### src/rtl/vbw_pkg.sv
package vbw_pkg;

  typedef enum logic [1:0] {
    MODE_NORMAL = 2'b00,
    MODE_SIMPLE = 2'b01,
    MODE_OFF    = 2'b10
  } stageMode_e;

  // Strobes and qualifiers from control to datapath for one line start
  typedef struct packed {
    logic load;      // line start: registers take a new value
    logic winOn;     // window state that applies to the starting line
    logic syncBand;  // starting line is a sync line
  } seqCmd_t;

endpackage

### src/rtl/vbw_band.sv
module vbw_band #(
  parameter int ID_W           = 5,
  parameter int PAL_SYNC_LAST  = 1,
  parameter int NTSC_SYNC_LAST = 2
) (
  input  logic [ID_W-1:0] lineId,
  input  logic            palMode,
  output logic            syncBand
);
  localparam logic [ID_W-1:0] PAL_LIM  = ID_W'(PAL_SYNC_LAST);
  localparam logic [ID_W-1:0] NTSC_LIM = ID_W'(NTSC_SYNC_LAST);

  logic palSync;
  logic ntscSync;

  always_comb begin
    palSync  = (lineId <= PAL_LIM);
    ntscSync = (lineId <= NTSC_LIM);
    syncBand = palMode ? palSync : ntscSync;
  end
endmodule

### src/rtl/vbw_ctrl.sv
module vbw_ctrl
  import vbw_pkg::*;
#(
  parameter int ID_W    = 5,
  parameter int CNT_W   = 8,
  parameter int OPEN_ID = 2
) (
  input  logic             clk,
  input  logic             rstN,
  input  logic             lineStrobe,
  input  logic [ID_W-1:0]  lineId,
  input  logic [CNT_W-1:0] winEnd,
  input  logic             syncBand,
  output seqCmd_t          cmd,
  output logic             winFlag
);
  localparam logic [ID_W-1:0]  OPEN_CODE = ID_W'(OPEN_ID);
  localparam logic [CNT_W-1:0] CNT_ONE   = CNT_W'(1);

  logic [CNT_W-1:0] winCnt;
  logic [CNT_W-1:0] cntNext;
  logic             winNext;
  logic             openHit;
  logic             endHit;

  always_comb begin
    openHit = lineStrobe && (lineId == OPEN_CODE);
    endHit  = winFlag && (winCnt == winEnd);
    winNext = winFlag;
    cntNext = winCnt;
    if (openHit) begin
      winNext = 1'b1;
      cntNext = '0;
    end else if (lineStrobe && winFlag) begin
      if (endHit) winNext = 1'b0;
      else        cntNext = winCnt + CNT_ONE;
    end
  end

  always_ff @(posedge clk or negedge rstN) begin
    if (!rstN) begin
      winFlag <= 1'b0;
      winCnt  <= '0;
    end else begin
      winFlag <= winNext;
      winCnt  <= cntNext;
    end
  end

  always_comb begin
    cmd.load     = lineStrobe;
    cmd.winOn    = winNext;
    cmd.syncBand = syncBand;
  end

  AST_WIN_OPEN: assert property (@(posedge clk) disable iff (!rstN)
    (lineStrobe && lineId == OPEN_CODE) |=> (winFlag && winCnt == '0));

  AST_WIN_CLOSE: assert property (@(posedge clk) disable iff (!rstN)
    (lineStrobe && winFlag && winCnt == winEnd && lineId != OPEN_CODE) |=> !winFlag);

  AST_WIN_STILL: assert property (@(posedge clk) disable iff (!rstN)
    !lineStrobe |=> ($stable(winFlag) && $stable(winCnt)));

  AST_CNT_STEP: assert property (@(posedge clk) disable iff (!rstN)
    (lineStrobe && winFlag && winCnt != winEnd && lineId != OPEN_CODE)
      |=> (winFlag && winCnt == $past(winCnt) + CNT_ONE));
endmodule

### src/rtl/vbw_datapath.sv
module vbw_datapath
  import vbw_pkg::*;
#(
  parameter int NUM_STAGES = 3
) (
  input  logic       clk,
  input  logic       rstN,
  input  seqCmd_t    cmd,
  input  logic       vBlank,
  input  logic       inWinCtl,
  input  logic       outWinCtl,
  output stageMode_e stageMode [NUM_STAGES],
  output logic       blankOut
);
  stageMode_e lineMode;
  logic       lineBlank;

  always_comb begin
    if (cmd.syncBand) begin
      lineMode  = MODE_OFF;
      lineBlank = 1'b1;
    end else if (cmd.winOn) begin
      lineMode  = inWinCtl ? MODE_SIMPLE : MODE_NORMAL;
      lineBlank = 1'b0;
    end else if (!vBlank) begin
      lineMode  = outWinCtl ? MODE_SIMPLE : MODE_NORMAL;
      lineBlank = 1'b0;
    end else begin
      lineMode  = MODE_OFF;
      lineBlank = 1'b1;
    end
  end

  for (genvar s = 0; s < NUM_STAGES; s++) begin : gStage
    always_ff @(posedge clk or negedge rstN) begin
      if (!rstN)         stageMode[s] <= MODE_OFF;
      else if (cmd.load) stageMode[s] <= lineMode;
    end

    AST_STAGE_HOLD: assert property (@(posedge clk) disable iff (!rstN)
      !cmd.load |=> $stable(stageMode[s]));
  end

  always_ff @(posedge clk or negedge rstN) begin
    if (!rstN)         blankOut <= 1'b1;
    else if (cmd.load) blankOut <= lineBlank;
  end

  AST_SYNC_OFF: assert property (@(posedge clk) disable iff (!rstN)
    (cmd.load && cmd.syncBand) |=> (blankOut && stageMode[0] == MODE_OFF));

  AST_BLANK_OFF: assert property (@(posedge clk) disable iff (!rstN)
    (cmd.load && !cmd.syncBand && !cmd.winOn && vBlank)
      |=> (blankOut && stageMode[NUM_STAGES-1] == MODE_OFF));

  AST_IN_WIN: assert property (@(posedge clk) disable iff (!rstN)
    (cmd.load && !cmd.syncBand && cmd.winOn)
      |=> (!blankOut && stageMode[0] == ($past(inWinCtl) ? MODE_SIMPLE : MODE_NORMAL)));

  AST_OUT_WIN: assert property (@(posedge clk) disable iff (!rstN)
    (cmd.load && !cmd.syncBand && !cmd.winOn && !vBlank)
      |=> (!blankOut && stageMode[0] == ($past(outWinCtl) ? MODE_SIMPLE : MODE_NORMAL)));
endmodule

### src/rtl/vbw_sequencer.sv
module vbw_sequencer
  import vbw_pkg::*;
#(
  parameter int ID_W  = 5,
  parameter int CNT_W = 8
) (
  input  logic             clk,
  input  logic             rstN,
  input  logic             lineStrobe,
  input  logic [ID_W-1:0]  lineId,
  input  logic             palMode,
  input  logic             vBlank,
  input  logic [CNT_W-1:0] winEnd,
  input  logic             inWinCtl,
  input  logic             outWinCtl,
  output logic             winFlag,
  output logic [1:0]       sepMode,
  output logic [1:0]       demodMode,
  output logic [1:0]       lumaMode,
  output logic             blankOut
);
  localparam int NUM_STAGES = 3;

  logic       syncBand;
  seqCmd_t    cmd;
  stageMode_e stageMode [NUM_STAGES];

  vbw_band #(.ID_W(ID_W)) uBand (
    .lineId   (lineId),
    .palMode  (palMode),
    .syncBand (syncBand)
  );

  vbw_ctrl #(.ID_W(ID_W), .CNT_W(CNT_W)) uCtrl (
    .clk        (clk),
    .rstN       (rstN),
    .lineStrobe (lineStrobe),
    .lineId     (lineId),
    .winEnd     (winEnd),
    .syncBand   (syncBand),
    .cmd        (cmd),
    .winFlag    (winFlag)
  );

  vbw_datapath #(.NUM_STAGES(NUM_STAGES)) uData (
    .clk       (clk),
    .rstN      (rstN),
    .cmd       (cmd),
    .vBlank    (vBlank),
    .inWinCtl  (inWinCtl),
    .outWinCtl (outWinCtl),
    .stageMode (stageMode),
    .blankOut  (blankOut)
  );

  always_comb begin
    sepMode   = stageMode[0];
    demodMode = stageMode[1];
    lumaMode  = stageMode[2];
  end

  AST_MODES_AGREE: assert property (@(posedge clk) disable iff (!rstN)
    (blankOut == (sepMode == 2'b10)) && (sepMode == lumaMode));
endmodule

### config.mk
export PLATFORM = sky130hd
export DESIGN_NAME = vbw_sequencer
export DESIGN_NICKNAME = d
export VERILOG_FILES = /design/src/rtl/vbw_pkg.sv /design/src/rtl/vbw_band.sv /design/src/rtl/vbw_ctrl.sv /design/src/rtl/vbw_datapath.sv /design/src/rtl/vbw_sequencer.sv
export SDC_FILE = /design/constraint.sdc
export NUM_CORES = 1
export LEC_CHECK = 0
export BUFFER_PORTS_ARGS = -buffer_cell sky130_fd_sc_hd__buf_2
export CAP_MARGIN = 0
export CORE_MARGIN = 2
export CORE_UTILIZATION = 30
export CTS_CLUSTER_DIAMETER = 40
export DETAILED_ROUTE_END_ITERATION = 12
export PLACE_DENSITY_LB_ADDON = 0.15
export SKIP_CTS_REPAIR_TIMING = 1
export SLEW_MARGIN = 30
export SYNTH_ARGS = -nofsm -noshare
export SYNTH_HDL_FRONTEND = slang
export SYNTH_SLANG_ARGS = --single-unit
### constraint.sdc
create_clock -name clk -period 4.6 [get_ports clk]
set_input_delay 0.92 -clock clk [delete_from_list [all_inputs] [get_ports clk]]
set_output_delay 0.92 -clock clk [all_outputs]
set_load 0.1 [all_outputs]
# [After elaboration in Yosys (flattened, before gate mapping)]
# Cells that the tools add are included.
[classes] magnitude_cmp=2 n_addsub=1 n_mux=15 n_eq_ne=3 n_reduce_logical=5
[ops] operator="$mux W8" count=3
[ops] operator="$mux W1" count=9
[ops] operator="$add A8 B1 Y8 const B" count=1
[ops] operator="$eq A8 B8 Y1" count=1
[ops] operator="$mux W2" count=3
[ops] operator="$eq A5 B2 Y1 const B" count=1
[ops] operator="$le A5 B1 Y1 const B" count=1
[ops] operator="$le A5 B2 Y1 const B" count=1
[ops] operator="$logic_and A1 B1 Y1" count=3
[ops] operator="$ne A2 B1 Y1 const B" count=1
[ops] operator="$reduce_and A2 Y1" count=1
[ops] operator="$reduce_bool A2 Y1" count=1
[totals] inputBits=20 output_inout_bits=8 wordCells=30 regBits=12

# [Logic depth before layout (Yosys ltp)]
# Gate-level depths: netlist of run 1.
[depth] ltp_word=7 depth_mapped=5 depth_no_buf=5

# [Hierarchy]
# Synthesis of run 1 repeated with hierarchy kept, for this count alone.
[hier_totals] cells_unflattened=87 hier_area_um2=814.5
[by_module_without_submodules] module="vbw_ctrl" instances=1 area_per_inst_um2=641.9 seq_area_each_um2=225.2 cells_each=69
[by_module_without_submodules] module="vbw_datapath" instances=1 area_per_inst_um2=143.9 seq_area_each_um2=51.3 cells_each=16
[by_module_without_submodules] module="vbw_band" instances=1 area_per_inst_um2=28.8 seq_area_each_um2=0.0 cells_each=2

# [Worst setup path after synthesis of run 1]
# Ideal clock, no wire load.
[synth_timing] path_kind="reg2out" startpoint="reg uData.stageMode[4] (netlist name)" endpoint="out lumaMode[0]" required_ns=3.680 path_stages_with_launch=2 slack_ns=2.324 t_arrival_ns=1.356 path_cell_list="dfrtp_1 buf_4"
[synth_rtl] element="to (decl)" line="vbw_sequencer.sv:19" rtl="output logic [1:0] lumaMode,"

==> results.md, run 1 <==
- The run finished with clean final reports.
- By area the synthesized netlist is led by sky130_fd_sc_hd__dfrtp_1 33%, sky130_fd_sc_hd__xor2_1 8.0%, sky130_fd_sc_hd__nor4_4 5.5%.
- Setup slack on the critical path of the routed design comes to 2420 ps.
- 28 I/O pins were placed.
- The clock-pin slew on the worst setup and hold paths is 80 ps.
- For this block, the via count after detailed routing is roughly 650.
- The detail route stage leaves a number of antenna-violating nets equal to 0.
- The setup-violating endpoint count in the final report is 0.
- In the final routed layout, each cell accounts on average for approximately 12 um.
- The critical path ends at lumaMode[1].
- The total power density per cell area is ~570 mW/mm^2.
- Measured on the finished design, the core utilization comes to 0.377.
- The final critical-path required period is about 2200 ps.
- The category of the critical setup timing path is reg2out.
- The number of buffers added on ports is 27.
- The first global-routing pass estimated around 2.5 mm of wire.
- The CTS tree is yes.
- For this configuration, the core starts out at a cell density of 0.312.
- The share of total power dissipated in combinational logic is 0.526.
- The floorplan step defined a die boundary enclosing between 0.002 and 0.003 sq mm.
- The startpoint type of the worst setup path is a flip-flop.
- Derived from the worst setup path, the maximum achievable clock frequency is 458 MHz.
- The fraction of synthesized cell area taken by the top area cell type is 0.326.
- Counting flops with a built-in enable in the synthesized netlist gives 0.
- Of all nets on the critical path, the largest fanout is 5.
- The share of total power dissipated in sequential elements is 0.337.
- Cell internal power was estimated by the tool at about 250 uW.
- In this run the critical register-to-register path is captured at uData.stageMode[4].
- Entering global routing, the biggest net connects 12 pins.
- In this run the register-to-register setup slack is just under 3000 ps.
- The cell family contributing the most delay on the critical path is flip-flops.
- The filler cell count is between 200 and 300.
- The standard cell with the maximum stage delay on the critical path is sky130_fd_sc_hd__dfstp_2.
- The initial antenna violation count is 0.
- Counting both buffers and inverters, the worst setup path holds a total of 1.
- In the final layout, the share of cells above drive strength 1 is 0.369.
- Counting flops with an async set or reset pin after synthesis yields a share of 1.00.
- The clock reaches the later pin of the worst-skew pair after 280 ps.
- Of the total power, the share spent switching nets is 0.533.
- The number of iterations in the first detailed-routing pass is 4.
- The number of clock sinks is 11.
- The startpoint identified for the worst register-to-register timing path is uCtrl.winCnt[1].
- The post-route setup TNS is 0 ps.
- Leaving out filler cells and counting taps, the final layout contains 133.
- The wire length after detailed routing is 1.60 mm.
- The number of buffers added by the clock tree synthesis step is 3.
- The arrival time of the worst setup path is approximately 1300 ps.
- Synthesis inferred 11 register bits.
- In this run the deepest clock path goes through 2 buffers.
- Setup repair after global routing left no endpoint under its margin.
- Prior to clock tree synthesis, the placed netlist has a worst setup slack of 2340 ps.
- In this run the mean area of a mapped cell was 9.83 sq um.
- The vertical extent of the die is 54.6 um.
- The antenna diode instance count is 0.
- In this run the number of cells on the critical path is 1.
- The final global-route overflow total is 0.
- Summed over all nets, the half-perimeter wirelength after detailed placement is 1.23 mm.
- The tree is rooted in a sky130_fd_sc_hd__clkbuf_4.
- The relative max-transition margin is 0.671.
- The number of slew-limit violations in the final report is 0.
- The number of standard cells after synthesis is slightly below 80.
- The count of yosys warnings during synthesis is 0.
- The worst-case clock skew is around 2.5 ps.
- The most critical setup path has its startpoint at uData.blankOut.
- The worst-case IR drop observed on VDD is 0.000322 V.
- The mapped netlist covers between 700 and 800 sq um.
- The count of placed standard cells including taps is around 130.
- Summed over all cells, the static leakage comes to 0.000424 uW.
- The number of global-route vias before repair is approximately 600.
- For this run, the leading register cell type out of synthesis is sky130_fd_sc_hd__dfrtp_1.
- The die is roughly 55 um wide.
- Max-cap violations in this run came to 0.
- Summed over all instances, the cell type with the most area after synthesis is sky130_fd_sc_hd__dfrtp_1.
- The hold violation total from the final report is 0.
- For the pin with the worst max-slew slack, the measured transition is slightly below 500 ps.
- The netlist uses 31 different library cells.
- The share of the Yosys chip area taken by registers is 0.361.
- The switching power is ~280 uW.
- The final weighted congestion in routability-driven placement is 0.713.
- The overall global routing resource usage is 0.124.
- The number of nets handed over by synthesis was 99.
- The DRC marker count from the first detailed-route iteration is 9.
- Dividing the detail-routed via count by the number of cells gives 4.90.
- The delay of the slowest cell on the worst path is around 550 ps.
- Of the available clock period, the critical path in the final layout requires 0.475.
- In this run the core area contains 18 standard-cell rows.
- At the end of the flow, the number of nets in the layout was between 100 and 150.
- The nature of the critical path endpoint is a primary output.
- The placeable core area is ~0.0025 sq mm.
- Measured in cells, the most critical reg-to-reg path has a length of 5.
- The signed area change from the synthesized netlist to the final layout is 20.6%.
- The path category of the worst min-delay check is in2async.
- For the worst setup path, the data required time is around 3700 ps.
- The signal on the critical path passes through buf_2.
- Of the total power, the clock network draws 0.137.
- For this run, design rule violations remaining after detail routing come to 0.
- CTS built an H-tree with a depth of 1.
[how the worst min path moves through the flow]
stage | from | slack, ps | endpoint | depth (start not counted)
after detailed placement | uData.blankOut | 500 | uData.blankOut | 2
final | rstN | 500 | uCtrl.winFlag | 1
after global placement | uData.blankOut | 500 | uData.blankOut | 2
after CTS | rstN | 500 | uData.stageMode[4] | 1
after global routing | rstN | 500 | uData.stageMode[4] | 1
after floorplan | uCtrl.winCnt[7] | 520 | uCtrl.winCnt[7] | 2
[registers in the layout, indices dropped and copies added (netlist names)]
register and cells:
uCtrl.winCnt 8, uCtrl.winFlag 1, uData.stageMode 1, uData.blankOut 1
[power groups by stage]
stage,Combinational (uW),Clock [uW],Sequential (uW)
after floorplan,198,0,216
after global placement,277,0,179
after detailed placement,278,0,180
after CTS,279,75.2,177
after global routing,299,79.5,183
final,277,72.2,177
[per-stage QoR]
step                      hold slack [ps]  area, sq um  total power [uW]
after floorplan                       525          767               414
after global placement                496          898               456
after detailed placement              503          898               458
after CTS                             498          925               532
after global routing                  501          925               562
final                                 496          925               526
[cell type report]
class	count	area, sq um	area share
multi-input cells	59	442	0.478
repair buffers	27	135	0.146
well taps	30	37.5	0.0406
flip-flops and latches	11	277	0.299
clock buffers	4	26.3	0.0284
inverters	2	7.51	0.00812
[synthesized netlist by cell type, drive strengths merged (3+ instances only)]
library cell / instances
dfrtp: 10
nor2: 8
xor2: 8
nand2: 6
buf: 5
a21oi: 4
xnor2: 4
a211oi: 3
nand3: 3
[logic make-up (layout without fill, tap and decap cells)]
family,count (synthesis),count (layout),synth area share
adder cells (fa/ha/maj),1,1,0.0163
AND/OR/NAND/NOR,28,28,0.235
buffers and inverters,8,33,0.0636
XOR/XNOR,12,12,0.147
multiplexers,2,2,0.0261
flip-flops,11,11,0.361
AO/OA/AOI/OAI,16,16,0.152
[layout by cell type (no fill, tap or decap)]
| cell | count |
|---|---|
| sky130_fd_sc_hd__a31o_1 | 1 |
| sky130_fd_sc_hd__a21oi_2 | 2 |
| sky130_fd_sc_hd__o211ai_1 | 2 |
| sky130_fd_sc_hd__inv_1 | 2 |
| sky130_fd_sc_hd__buf_2 | 27 |
| sky130_fd_sc_hd__nand2_1 | 6 |
| sky130_fd_sc_hd__dfstp_2 | 1 |
| sky130_fd_sc_hd__xor2_1 | 7 |
| sky130_fd_sc_hd__clkbuf_1 | 1 |
| sky130_fd_sc_hd__dfrtp_1 | 10 |
| sky130_fd_sc_hd__o221ai_1 | 1 |
| sky130_fd_sc_hd__nor4_4 | 2 |
| sky130_fd_sc_hd__nor2_1 | 8 |
| sky130_fd_sc_hd__xnor2_1 | 4 |
| sky130_fd_sc_hd__nand3b_1 | 1 |
| sky130_fd_sc_hd__ha_1 | 1 |
| sky130_fd_sc_hd__o31ai_1 | 1 |
| sky130_fd_sc_hd__a21oi_1 | 2 |
| sky130_fd_sc_hd__nor3_1 | 1 |
| sky130_fd_sc_hd__clkbuf_4 | 3 |
| sky130_fd_sc_hd__o21ai_0 | 2 |
| sky130_fd_sc_hd__nand2b_1 | 2 |
| sky130_fd_sc_hd__and3_2 | 1 |
| sky130_fd_sc_hd__a211o_1 | 1 |
| sky130_fd_sc_hd__xor2_2 | 1 |
| sky130_fd_sc_hd__a21boi_0 | 1 |
| sky130_fd_sc_hd__and4b_1 | 1 |
| sky130_fd_sc_hd__nand3_1 | 3 |
| sky130_fd_sc_hd__mux2i_1 | 2 |
| sky130_fd_sc_hd__and4_2 | 1 |
| sky130_fd_sc_hd__nand4b_1 | 2 |
| sky130_fd_sc_hd__a211oi_1 | 3 |
[metal layers]
layer  global-route usage  part of all wire  up-vias
li1                     -                 -      324
met3               0.0355             0.065        5
met5                    0                 0        -
met4               0.0875             0.033        0
met1                0.145              0.46      302
met2                0.193              0.44       21
Note: power is estimated with default switching activity, not from simulation.
==> inputs of run 2 (changes only) <==
==> constraint.sdc (replaced) <==
create_clock -name clk -period 2.2 [get_ports clk]
set_input_delay 0.44 -clock clk [delete_from_list [all_inputs] [get_ports clk]]
set_output_delay 0.44 -clock clk [all_outputs]
set_load 0.1 [all_outputs]
==> run 2 against run 1 <==
Net effect:
- first-iteration DRC count is 44% higher
- critical path depth is 4 higher
- largest cell class unchanged
- clock power is 97% higher
- worst setup slack got worse by 1900 ps
- hold slack got worse by 470 ps
- non-clock buffer count stayed put
- global-route usage unchanged
- utilization unchanged
- final cell count did not move
- critical path type is now reg2reg
- via count grew 0.77%
- die area unchanged
- sequential power rose by 110%
==> results.md, run 2 (synthesized netlist as in run 1, its figures left out) <==
- The run finished with clean final reports.
- The detail-routed net length per standard cell came to 11.9 um (-1.1%).
- The post-route setup TNS is 0 ps (unchanged).
- The largest net degree at the start of global routing is 12 (unchanged).
- The source-to-sink clock delay at the later pin of the worst-skew pair came to 270 ps (about the same).
- The post-route non-filler standard cell count was 133 (unchanged).
- The final global-route overflow total is 0 (unchanged).
- The number of buffers added on ports is 27 (unchanged).
- The estimated wirelength of the detail-placed design is 1.24 mm (+0.50%).
- The footprint of the multi-input gates is 442 sq um (unchanged).
- On the critical path the largest part of the delay comes from simple AND/OR/NAND/NOR gates.
- The post-detailed-route via-to-cell ratio came to 4.94 (+0.77%).
- The hold violation total from the final report is 0 (unchanged).
- The number of clock sinks is 11 (unchanged).
- The worst-path maximum fanout is 7 (+2).
- The delay of the slowest cell on the worst path is 500 ps (-50 ps).
- The DRC marker count from the first detailed-route iteration was 13 (+4).
- The startpoint type of the worst setup path is a flip-flop.
- The filler cell count is 252 (unchanged).
- The path category of the worst min-delay check is in2async.
- Counting flops per register, the top entry is uCtrl.winCnt.
- The part of the cycle the worst path needs is 0.776.
- The remaining routing DRC violations is 0 (unchanged).
- The overall global routing resource usage was 0.124 (unchanged).
- The clock-pin slew on the worst setup and hold paths is 70 ps (about the same).
- The relative max-transition margin is 0.682 (+0.0107).
- The peak clock frequency supported by timing is a little under 600 MHz.
- The critical path buffer and inverter count is 0 (-1).
- Clock tree synthesis selected as its root buffer the cell sky130_fd_sc_hd__clkbuf_4.
- The cell area after layout is 925 sq um (unchanged).
- The number of iterations in the first detailed-routing pass is 4 (unchanged).
- The max-cap check violation count is 0 (unchanged).
- The cell count of the worst reg-to-reg path is 5 (unchanged).
- The placed instance area is 898 sq um (unchanged).
- The maximum buffer depth of the clock tree was 2 (unchanged).
- The width of the chip is 54.6 um (unchanged).
- The total power density per cell area was 1180 mW/mm^2 (+110%).
- The data required time of the worst path is 2350 ps (-1330 ps).
- The worst reg2reg path startpoint is uCtrl.winCnt[1].
- The maximum vdd drop is 0.000681 V (+110%).
- The wire length after detailed routing is 1.59 mm (-1.1%).
- The share of the core filled with cells is 0.377 (unchanged).
- The global-route wire length before repair is 2.53 mm (+1.1%).
- The final-stage net count came to 125 (unchanged).
- The worst register-to-register path ends at uData.stageMode[4].
- The number of buffers added by the clock tree synthesis step is 3 (unchanged).
- The final weighted congestion in routability-driven placement is 0.713 (unchanged).
- The number of flip-flops under the largest register name is 8 (unchanged).
- The footprint of the flip-flops and latches is 277 sq um (unchanged).
- The initial antenna violation count is 0 (unchanged).
- The number of slew-limit violations in the final report is 0 (unchanged).
- Setup repair after global routing left no endpoint under its margin.
- The slew of the pin with the lowest slew margin is 474 ps (-15.9 ps).
- The antenna diode instance count was 0 (unchanged).
- The signed area change from the synthesized netlist to the final layout is 20.6% (unchanged).
- The cell leakage power was 0.000424 uW (unchanged).
- The area of the die is 0.00298 sq mm (unchanged).
- The worst-case clock skew is 5.38 ps (+2.93 ps).
- The initial core utilization is 0.312 (unchanged).
- The fraction of final layout cells sized beyond drive strength 1 is 0.369 (unchanged).
- TritonCTS built the clock tree.
- The vertical extent of the die is 54.6 um (unchanged).
- The number of global-route vias before repair is 596 (+1.4%).
- The standard cell with the maximum stage delay on the critical path is sky130_fd_sc_hd__nor4_4.
- The placeable core area was 0.00245 sq mm (unchanged).
- The number of levels the H-tree was split into is 1 (unchanged).
- The top-level port count is 28 (unchanged).
- The count of placed standard cells including taps was 129 (unchanged).
- The row count is 18 (unchanged).
- In the layout the commonest cells are 27 x sky130_fd_sc_hd__buf_2, 10 x sky130_fd_sc_hd__dfrtp_1, 8 x sky130_fd_sc_hd__nor2_1.
- The number of nets with antenna violations after routing came to 0 (unchanged).
- The overall via count from detail_route was 657 (+0.77%).
- The critical path goes through xor2_1, nor4_4, a21oi_2, o211ai_1, o221ai_1.
- The setup slack on the worst flop-to-flop path is 490 ps (-2430 ps).
- The library cell used most frequently in the layout, excluding fill and tap cells, is sky130_fd_sc_hd__buf_2.
- Subtracting the final worst setup slack from the clock period gives 1710 ps.
- The nature of the critical path endpoint is a flip-flop.
- The post-layout total power is 1090 uW (+110%).
- The setup-violating endpoint count in the final report was 0 (unchanged).
- The arrival time of the worst setup path is 1860 ps (+600 ps).
- The category of the critical setup timing path is reg2reg.
## run 2: worst max path at each step
stage | cells after the start | start | endpoint
finish | 5 | uCtrl.winCnt[1] | uData.stageMode[4]
global route | 5 | uCtrl.winCnt[1] | uData.stageMode[4]
CTS | 1 | uData.blankOut | lumaMode[1]
detailed placement | 6 | winEnd[6] | uData.stageMode[4]
global placement | 6 | winEnd[6] | uData.stageMode[4]
floorplan | 4 | uCtrl.winFlag | uCtrl.winCnt[7]
## run 2: layer usage
layer	vias to the layer above	wire (um)	global-route usage
met5	-	0	0
met4	0	27	0.0750
met3	4	106	0.0355
met2	22	733	0.193
met1	308	719	0.150
li1	323	-	-
## run 2: cell type report
class / count / share of cell area
well taps: 30 / 0.0406
inverters: 2 / 0.00812
flip-flops and latches: 11 / 0.299
repair buffers: 27 / 0.146
multi-input cells: 59 / 0.478
clock buffers: 4 / 0.0284
## run 2: report_power, final
group	internal [uW]	leakage, uW	switching [uW]
sequential	272	0.000135	101
combinational	171	0.000274	408
clock	70.3	0.0000150	71.9
total	513	0.000424	581
## run 2: metrics by stage
step                      setup WS [ps]  hold slack, ps
after floorplan                     291             144
after global placement              435             336
after detailed placement            405             332
after CTS                           486            29.2
after global routing                372            33.4
final                               492            24.3
==> inputs of run 3 (changes only) <==
--- a/config.mk
+++ b/config.mk
@@ -5,6 +5,7 @@
 export SDC_FILE = /design/constraint.sdc
 export NUM_CORES = 1
 export LEC_CHECK = 0
+export ABC_AREA = 1
 export BUFFER_PORTS_ARGS = -buffer_cell sky130_fd_sc_hd__buf_2
 export CAP_MARGIN = 0
 export CORE_MARGIN = 2
==> constraint.sdc (replaced) <==
create_clock -name clk -period 1.5 [get_ports clk]
set_input_delay 0.3 -clock clk [delete_from_list [all_inputs] [get_ports clk]]
set_output_delay 0.3 -clock clk [all_outputs]
set_load 0.1 [all_outputs]
==> run 3 against run 2 <==
Net effect:
- synthesized cell count increased by 50%
- design area increased by 21%
- count of clock-buffer cells in the layout unchanged
- global-route usage decreased by 0.79 points
- combinational power increased by 80%
- register-to-register slack got worse by 430 ps
- first-iteration DRC count unchanged
- clock skew decreased by 1.6 ps
==> results.md, run 3 <==
- The wire length after detailed routing is 1.88 mm (+19%).
- The fraction of synthesis flops using an asynchronous set or reset pin is 1.00 (unchanged).
- The remaining routing DRC violations is 0 (unchanged).
- The max-cap check violation count is 0 (unchanged).
- The peak clock frequency supported by timing is between 600 and 700 MHz.
- The hold violation total from the final report is 0 (unchanged).
- The part of the cycle the worst path needs is 0.962.
- The met3 capacity usage during global routing is 0.0209 (-0.0146).
- The filler cell count is 282 (+12%).
- The final weighted congestion in routability-driven placement is 0.795 (+12%).
- The maximum buffer depth of the clock tree came to 2 (unchanged).
- The number of nets in the synthesized netlist is 138 (+39%).
- The number of iterations in the first detailed-routing pass came to 3 (-1).
- The maximum vdd drop is 0.000888 V (+30%).
- The placeable core area is 0.00252 sq mm (+2.8%).
- The fraction of synthesized cell area taken by the top area cell type was 0.306 (-0.0205).
- The synthesized area is 818 sq um (+6.7%).
- The arrival time of the worst setup path is 1140 ps (-720 ps).
- Counting instances in the post-synthesis netlist gives the leading cell types as 27 x sky130_fd_sc_hd__nand2_1, 20 x sky130_fd_sc_hd__inv_1, 13 x sky130_fd_sc_hd__nand3_1.
- The vertical extent of the die was 56.2 um (+3.0%).
- The setup-violating endpoint count in the final report was 0 (unchanged).
- The number of buffers added by the clock tree synthesis step is 3 (unchanged).
- The critical path goes through buf_12.
- The global routing usage on met1 is 0.152 (+0.00169).
- By area the synthesized netlist is led by sky130_fd_sc_hd__dfrtp_1 31%, sky130_fd_sc_hd__nand2_1 12%, sky130_fd_sc_hd__inv_1 9.2%.
- The detail-routed net length per standard cell is 10.5 um (-12%).
- The global-route wire length before repair is 2.95 mm (+16%).
- The worst hold slack after final layout is 282 ps (+257 ps).
- The worst setup path is captured at a primary output.
- The number of unique standard cell types used by synthesis is 19 (-39%).
- The worst setup path is of the reg2out kind.
- The number of standard cells after synthesis is 117 (+50%).
- The final critical-path required period is about 1400 ps.
- The post-route non-filler standard cell count is 180 (+35%).
- The fraction of final layout cells sized beyond drive strength 1 is 0.333 (-0.0356).
- The most common library cell in the layout ignoring fill and taps is sky130_fd_sc_hd__nand2_1.
- The data required time of the worst path is 1200 ps (-1150 ps).
- The count of yosys warnings during synthesis is 0 (unchanged).
- The critical path buffer and inverter count is 1 (+1).
- The met2 track demand over resource was 0.185 (-0.00790).
- After global routing, the most crowded layer is met2.
- The overall global routing resource usage is 0.116 (-0.00792).
- uCtrl.winCnt holds more flip-flops than any other register.
- The post-detailed-route via-to-cell ratio is 4.47 (-9.6%).
- The worst-case clock skew was 3.78 ps (-1.60 ps).
- The top-level port count is 28 (unchanged).
- The total power density per cell area came to 1610 mW/mm^2 (+36%).
- The clock-pin slew on the worst setup and hold paths is 70 ps (about the same).
- The overall via count from detail_route is 804 (+22%).
- The worst-path maximum fanout is 5 (-2).
- The source-to-sink clock delay at the later pin of the worst-skew pair came to 270 ps (about the same).
- The antenna diode instance count is 0 (unchanged).
- The slowest stage of the critical path belongs to the cell sky130_fd_sc_hd__dfstp_4.
- The initial core utilization is 0.324 (+0.0120).
- Setup repair after global routing could not meet its margin everywhere.
- The share of the core filled with cells came to 0.445 (+0.0683).
- The top cell types in the final layout, fill and taps aside, are 25 x sky130_fd_sc_hd__nand2_1, 23 x sky130_fd_sc_hd__buf_2, 19 x sky130_fd_sc_hd__inv_1.
- The count of placed standard cells including taps is 169 (+31%).
- The number of buffers added on ports is 27 (unchanged).
- The most common flop cell mapped by yosys is sky130_fd_sc_hd__dfrtp_1.
- The post-layout total power is 1800 uW (+65%).
- TritonCTS built the clock tree.
- The number of global-route vias before repair is 689 (+16%).
- In this design, the largest share of critical-path delay is due to flip-flops.
- Relative to the synthesized area, the layout overhead comes to 37.2%.
- The cell leakage power is 0.000624 uW (+47%).
- The row count is 18 (unchanged).
- The estimated wirelength of the detail-placed design came to 1.49 mm (+20%).
- The relative max-transition margin is 0.679 (-0.00249).
- The final global-route overflow total is 0 (unchanged).
- STA classifies the critical path startpoint as a flip-flop.
- The clock tree root driver cell is sky130_fd_sc_hd__clkbuf_4.
- The number of nets with antenna violations after routing is 0 (unchanged).
- The largest net degree at the start of global routing is 12 (unchanged).
- The run finished with clean final reports.
- The synthesized design spends more area on one cell type than any other, namely sky130_fd_sc_hd__dfrtp_1.
- The number of slew-limit violations in the final report was 0 (unchanged).
- The count of flip-flops with a built-in enable after synthesis is 0 (unchanged).
- The slew of the pin with the lowest slew margin is 485 ps (+10.6 ps).
- The number of levels the H-tree was split into is 1 (unchanged).
- The sequential-to-total area share from yosys stat is 0.338 (-0.0226).
- The number of flip-flops under the largest register name was 8 (unchanged).
- The per-instance average area after synthesis is 6.99 sq um (-29%).
- The initial antenna violation count was 0 (unchanged).
- The most numerous cell in the Yosys netlist is sky130_fd_sc_hd__nand2_1.
- The number of clock sinks came to 11 (unchanged).
- The width of the chip is 56.2 um (+3.0%).
- The final-stage net count is 172 (+38%).
- The delay of the slowest cell on the worst path was 690 ps (+190 ps).
- The post-synthesis sequential element count is 11 (unchanged).
- The DRC marker count from the first detailed-route iteration is 13 (unchanged).
- The area of the die is 0.00316 sq mm (+6.2%).
- The path category of the worst min-delay check is in2reg.
[run 3: kinds of logic (layout without fill, tap and decap cells)]
kind of cell	Yosys count	after routing	share of synthesized area
AO/OA/AOI/OAI	9	9	0.0566
XOR/XNOR	8	8	0.0856
adder cells (fa/ha/maj)	1	1	0.0153
buffers and inverters	26	59	0.154
flip-flops	11	11	0.338
AND/OR/NAND/NOR	62	62	0.350
[run 3: routing by layer]
layer / wire, um / up-vias
li1: - / 427
met1: 897 / 361
met2: 913 / 14
met3: 53 / 2
met4: 19 / 0
met5: 0 / -
[run 3: report_power, final]
group	total (uW)	switching [uW]	internal [uW]
sequential	559	133	426
clock	201	98.3	103
combinational	1040	661	381
[run 3: final cells by class]
| type | count | area, sq um | share of cell area |
|---|---|---|---|
| Inverter | 20 | 75.1 | 0.0669 |
| Multi-Input combinational cell | 80 | 442 | 0.394 |
| Sequential cell | 11 | 284 | 0.253 |
| Tap cell | 30 | 37.5 | 0.0334 |
| Timing Repair Buffer | 35 | 258 | 0.230 |
| Clock buffer | 4 | 26.3 | 0.0234 |
[run 3: path summary, 6_finish.rpt]
path                                      end  slack (ps)               start  depth (start not counted)
setup / recovery                 demodMode[1]          60      uData.blankOut                          1
min in group asynchronous     uCtrl.winCnt[3]         430                rstN                          2
setup reg to reg              uCtrl.winCnt[2]          60     uCtrl.winCnt[6]                          9
max in group asynchronous      uData.blankOut         810                rstN                          2
hold / removal                 uData.blankOut         280              vBlank                          3
hold reg to reg            uData.stageMode[4]         520  uData.stageMode[4]                          2
[run 3: through the flow]
stage | instance area, sq um | TNS (ps) | worst slack [ps]
2_1_floorplan | 825 | 0 | 72.2
3_3_place_gp | 1010 | 0 | 62.5
3_5_place_dp | 1010 | 0 | 33.7
4_1_cts | 1040 | 0 | 24.6
5_1_grt | 1120 | -169 | -47.2
6_report | 1120 | 0 | 57.2
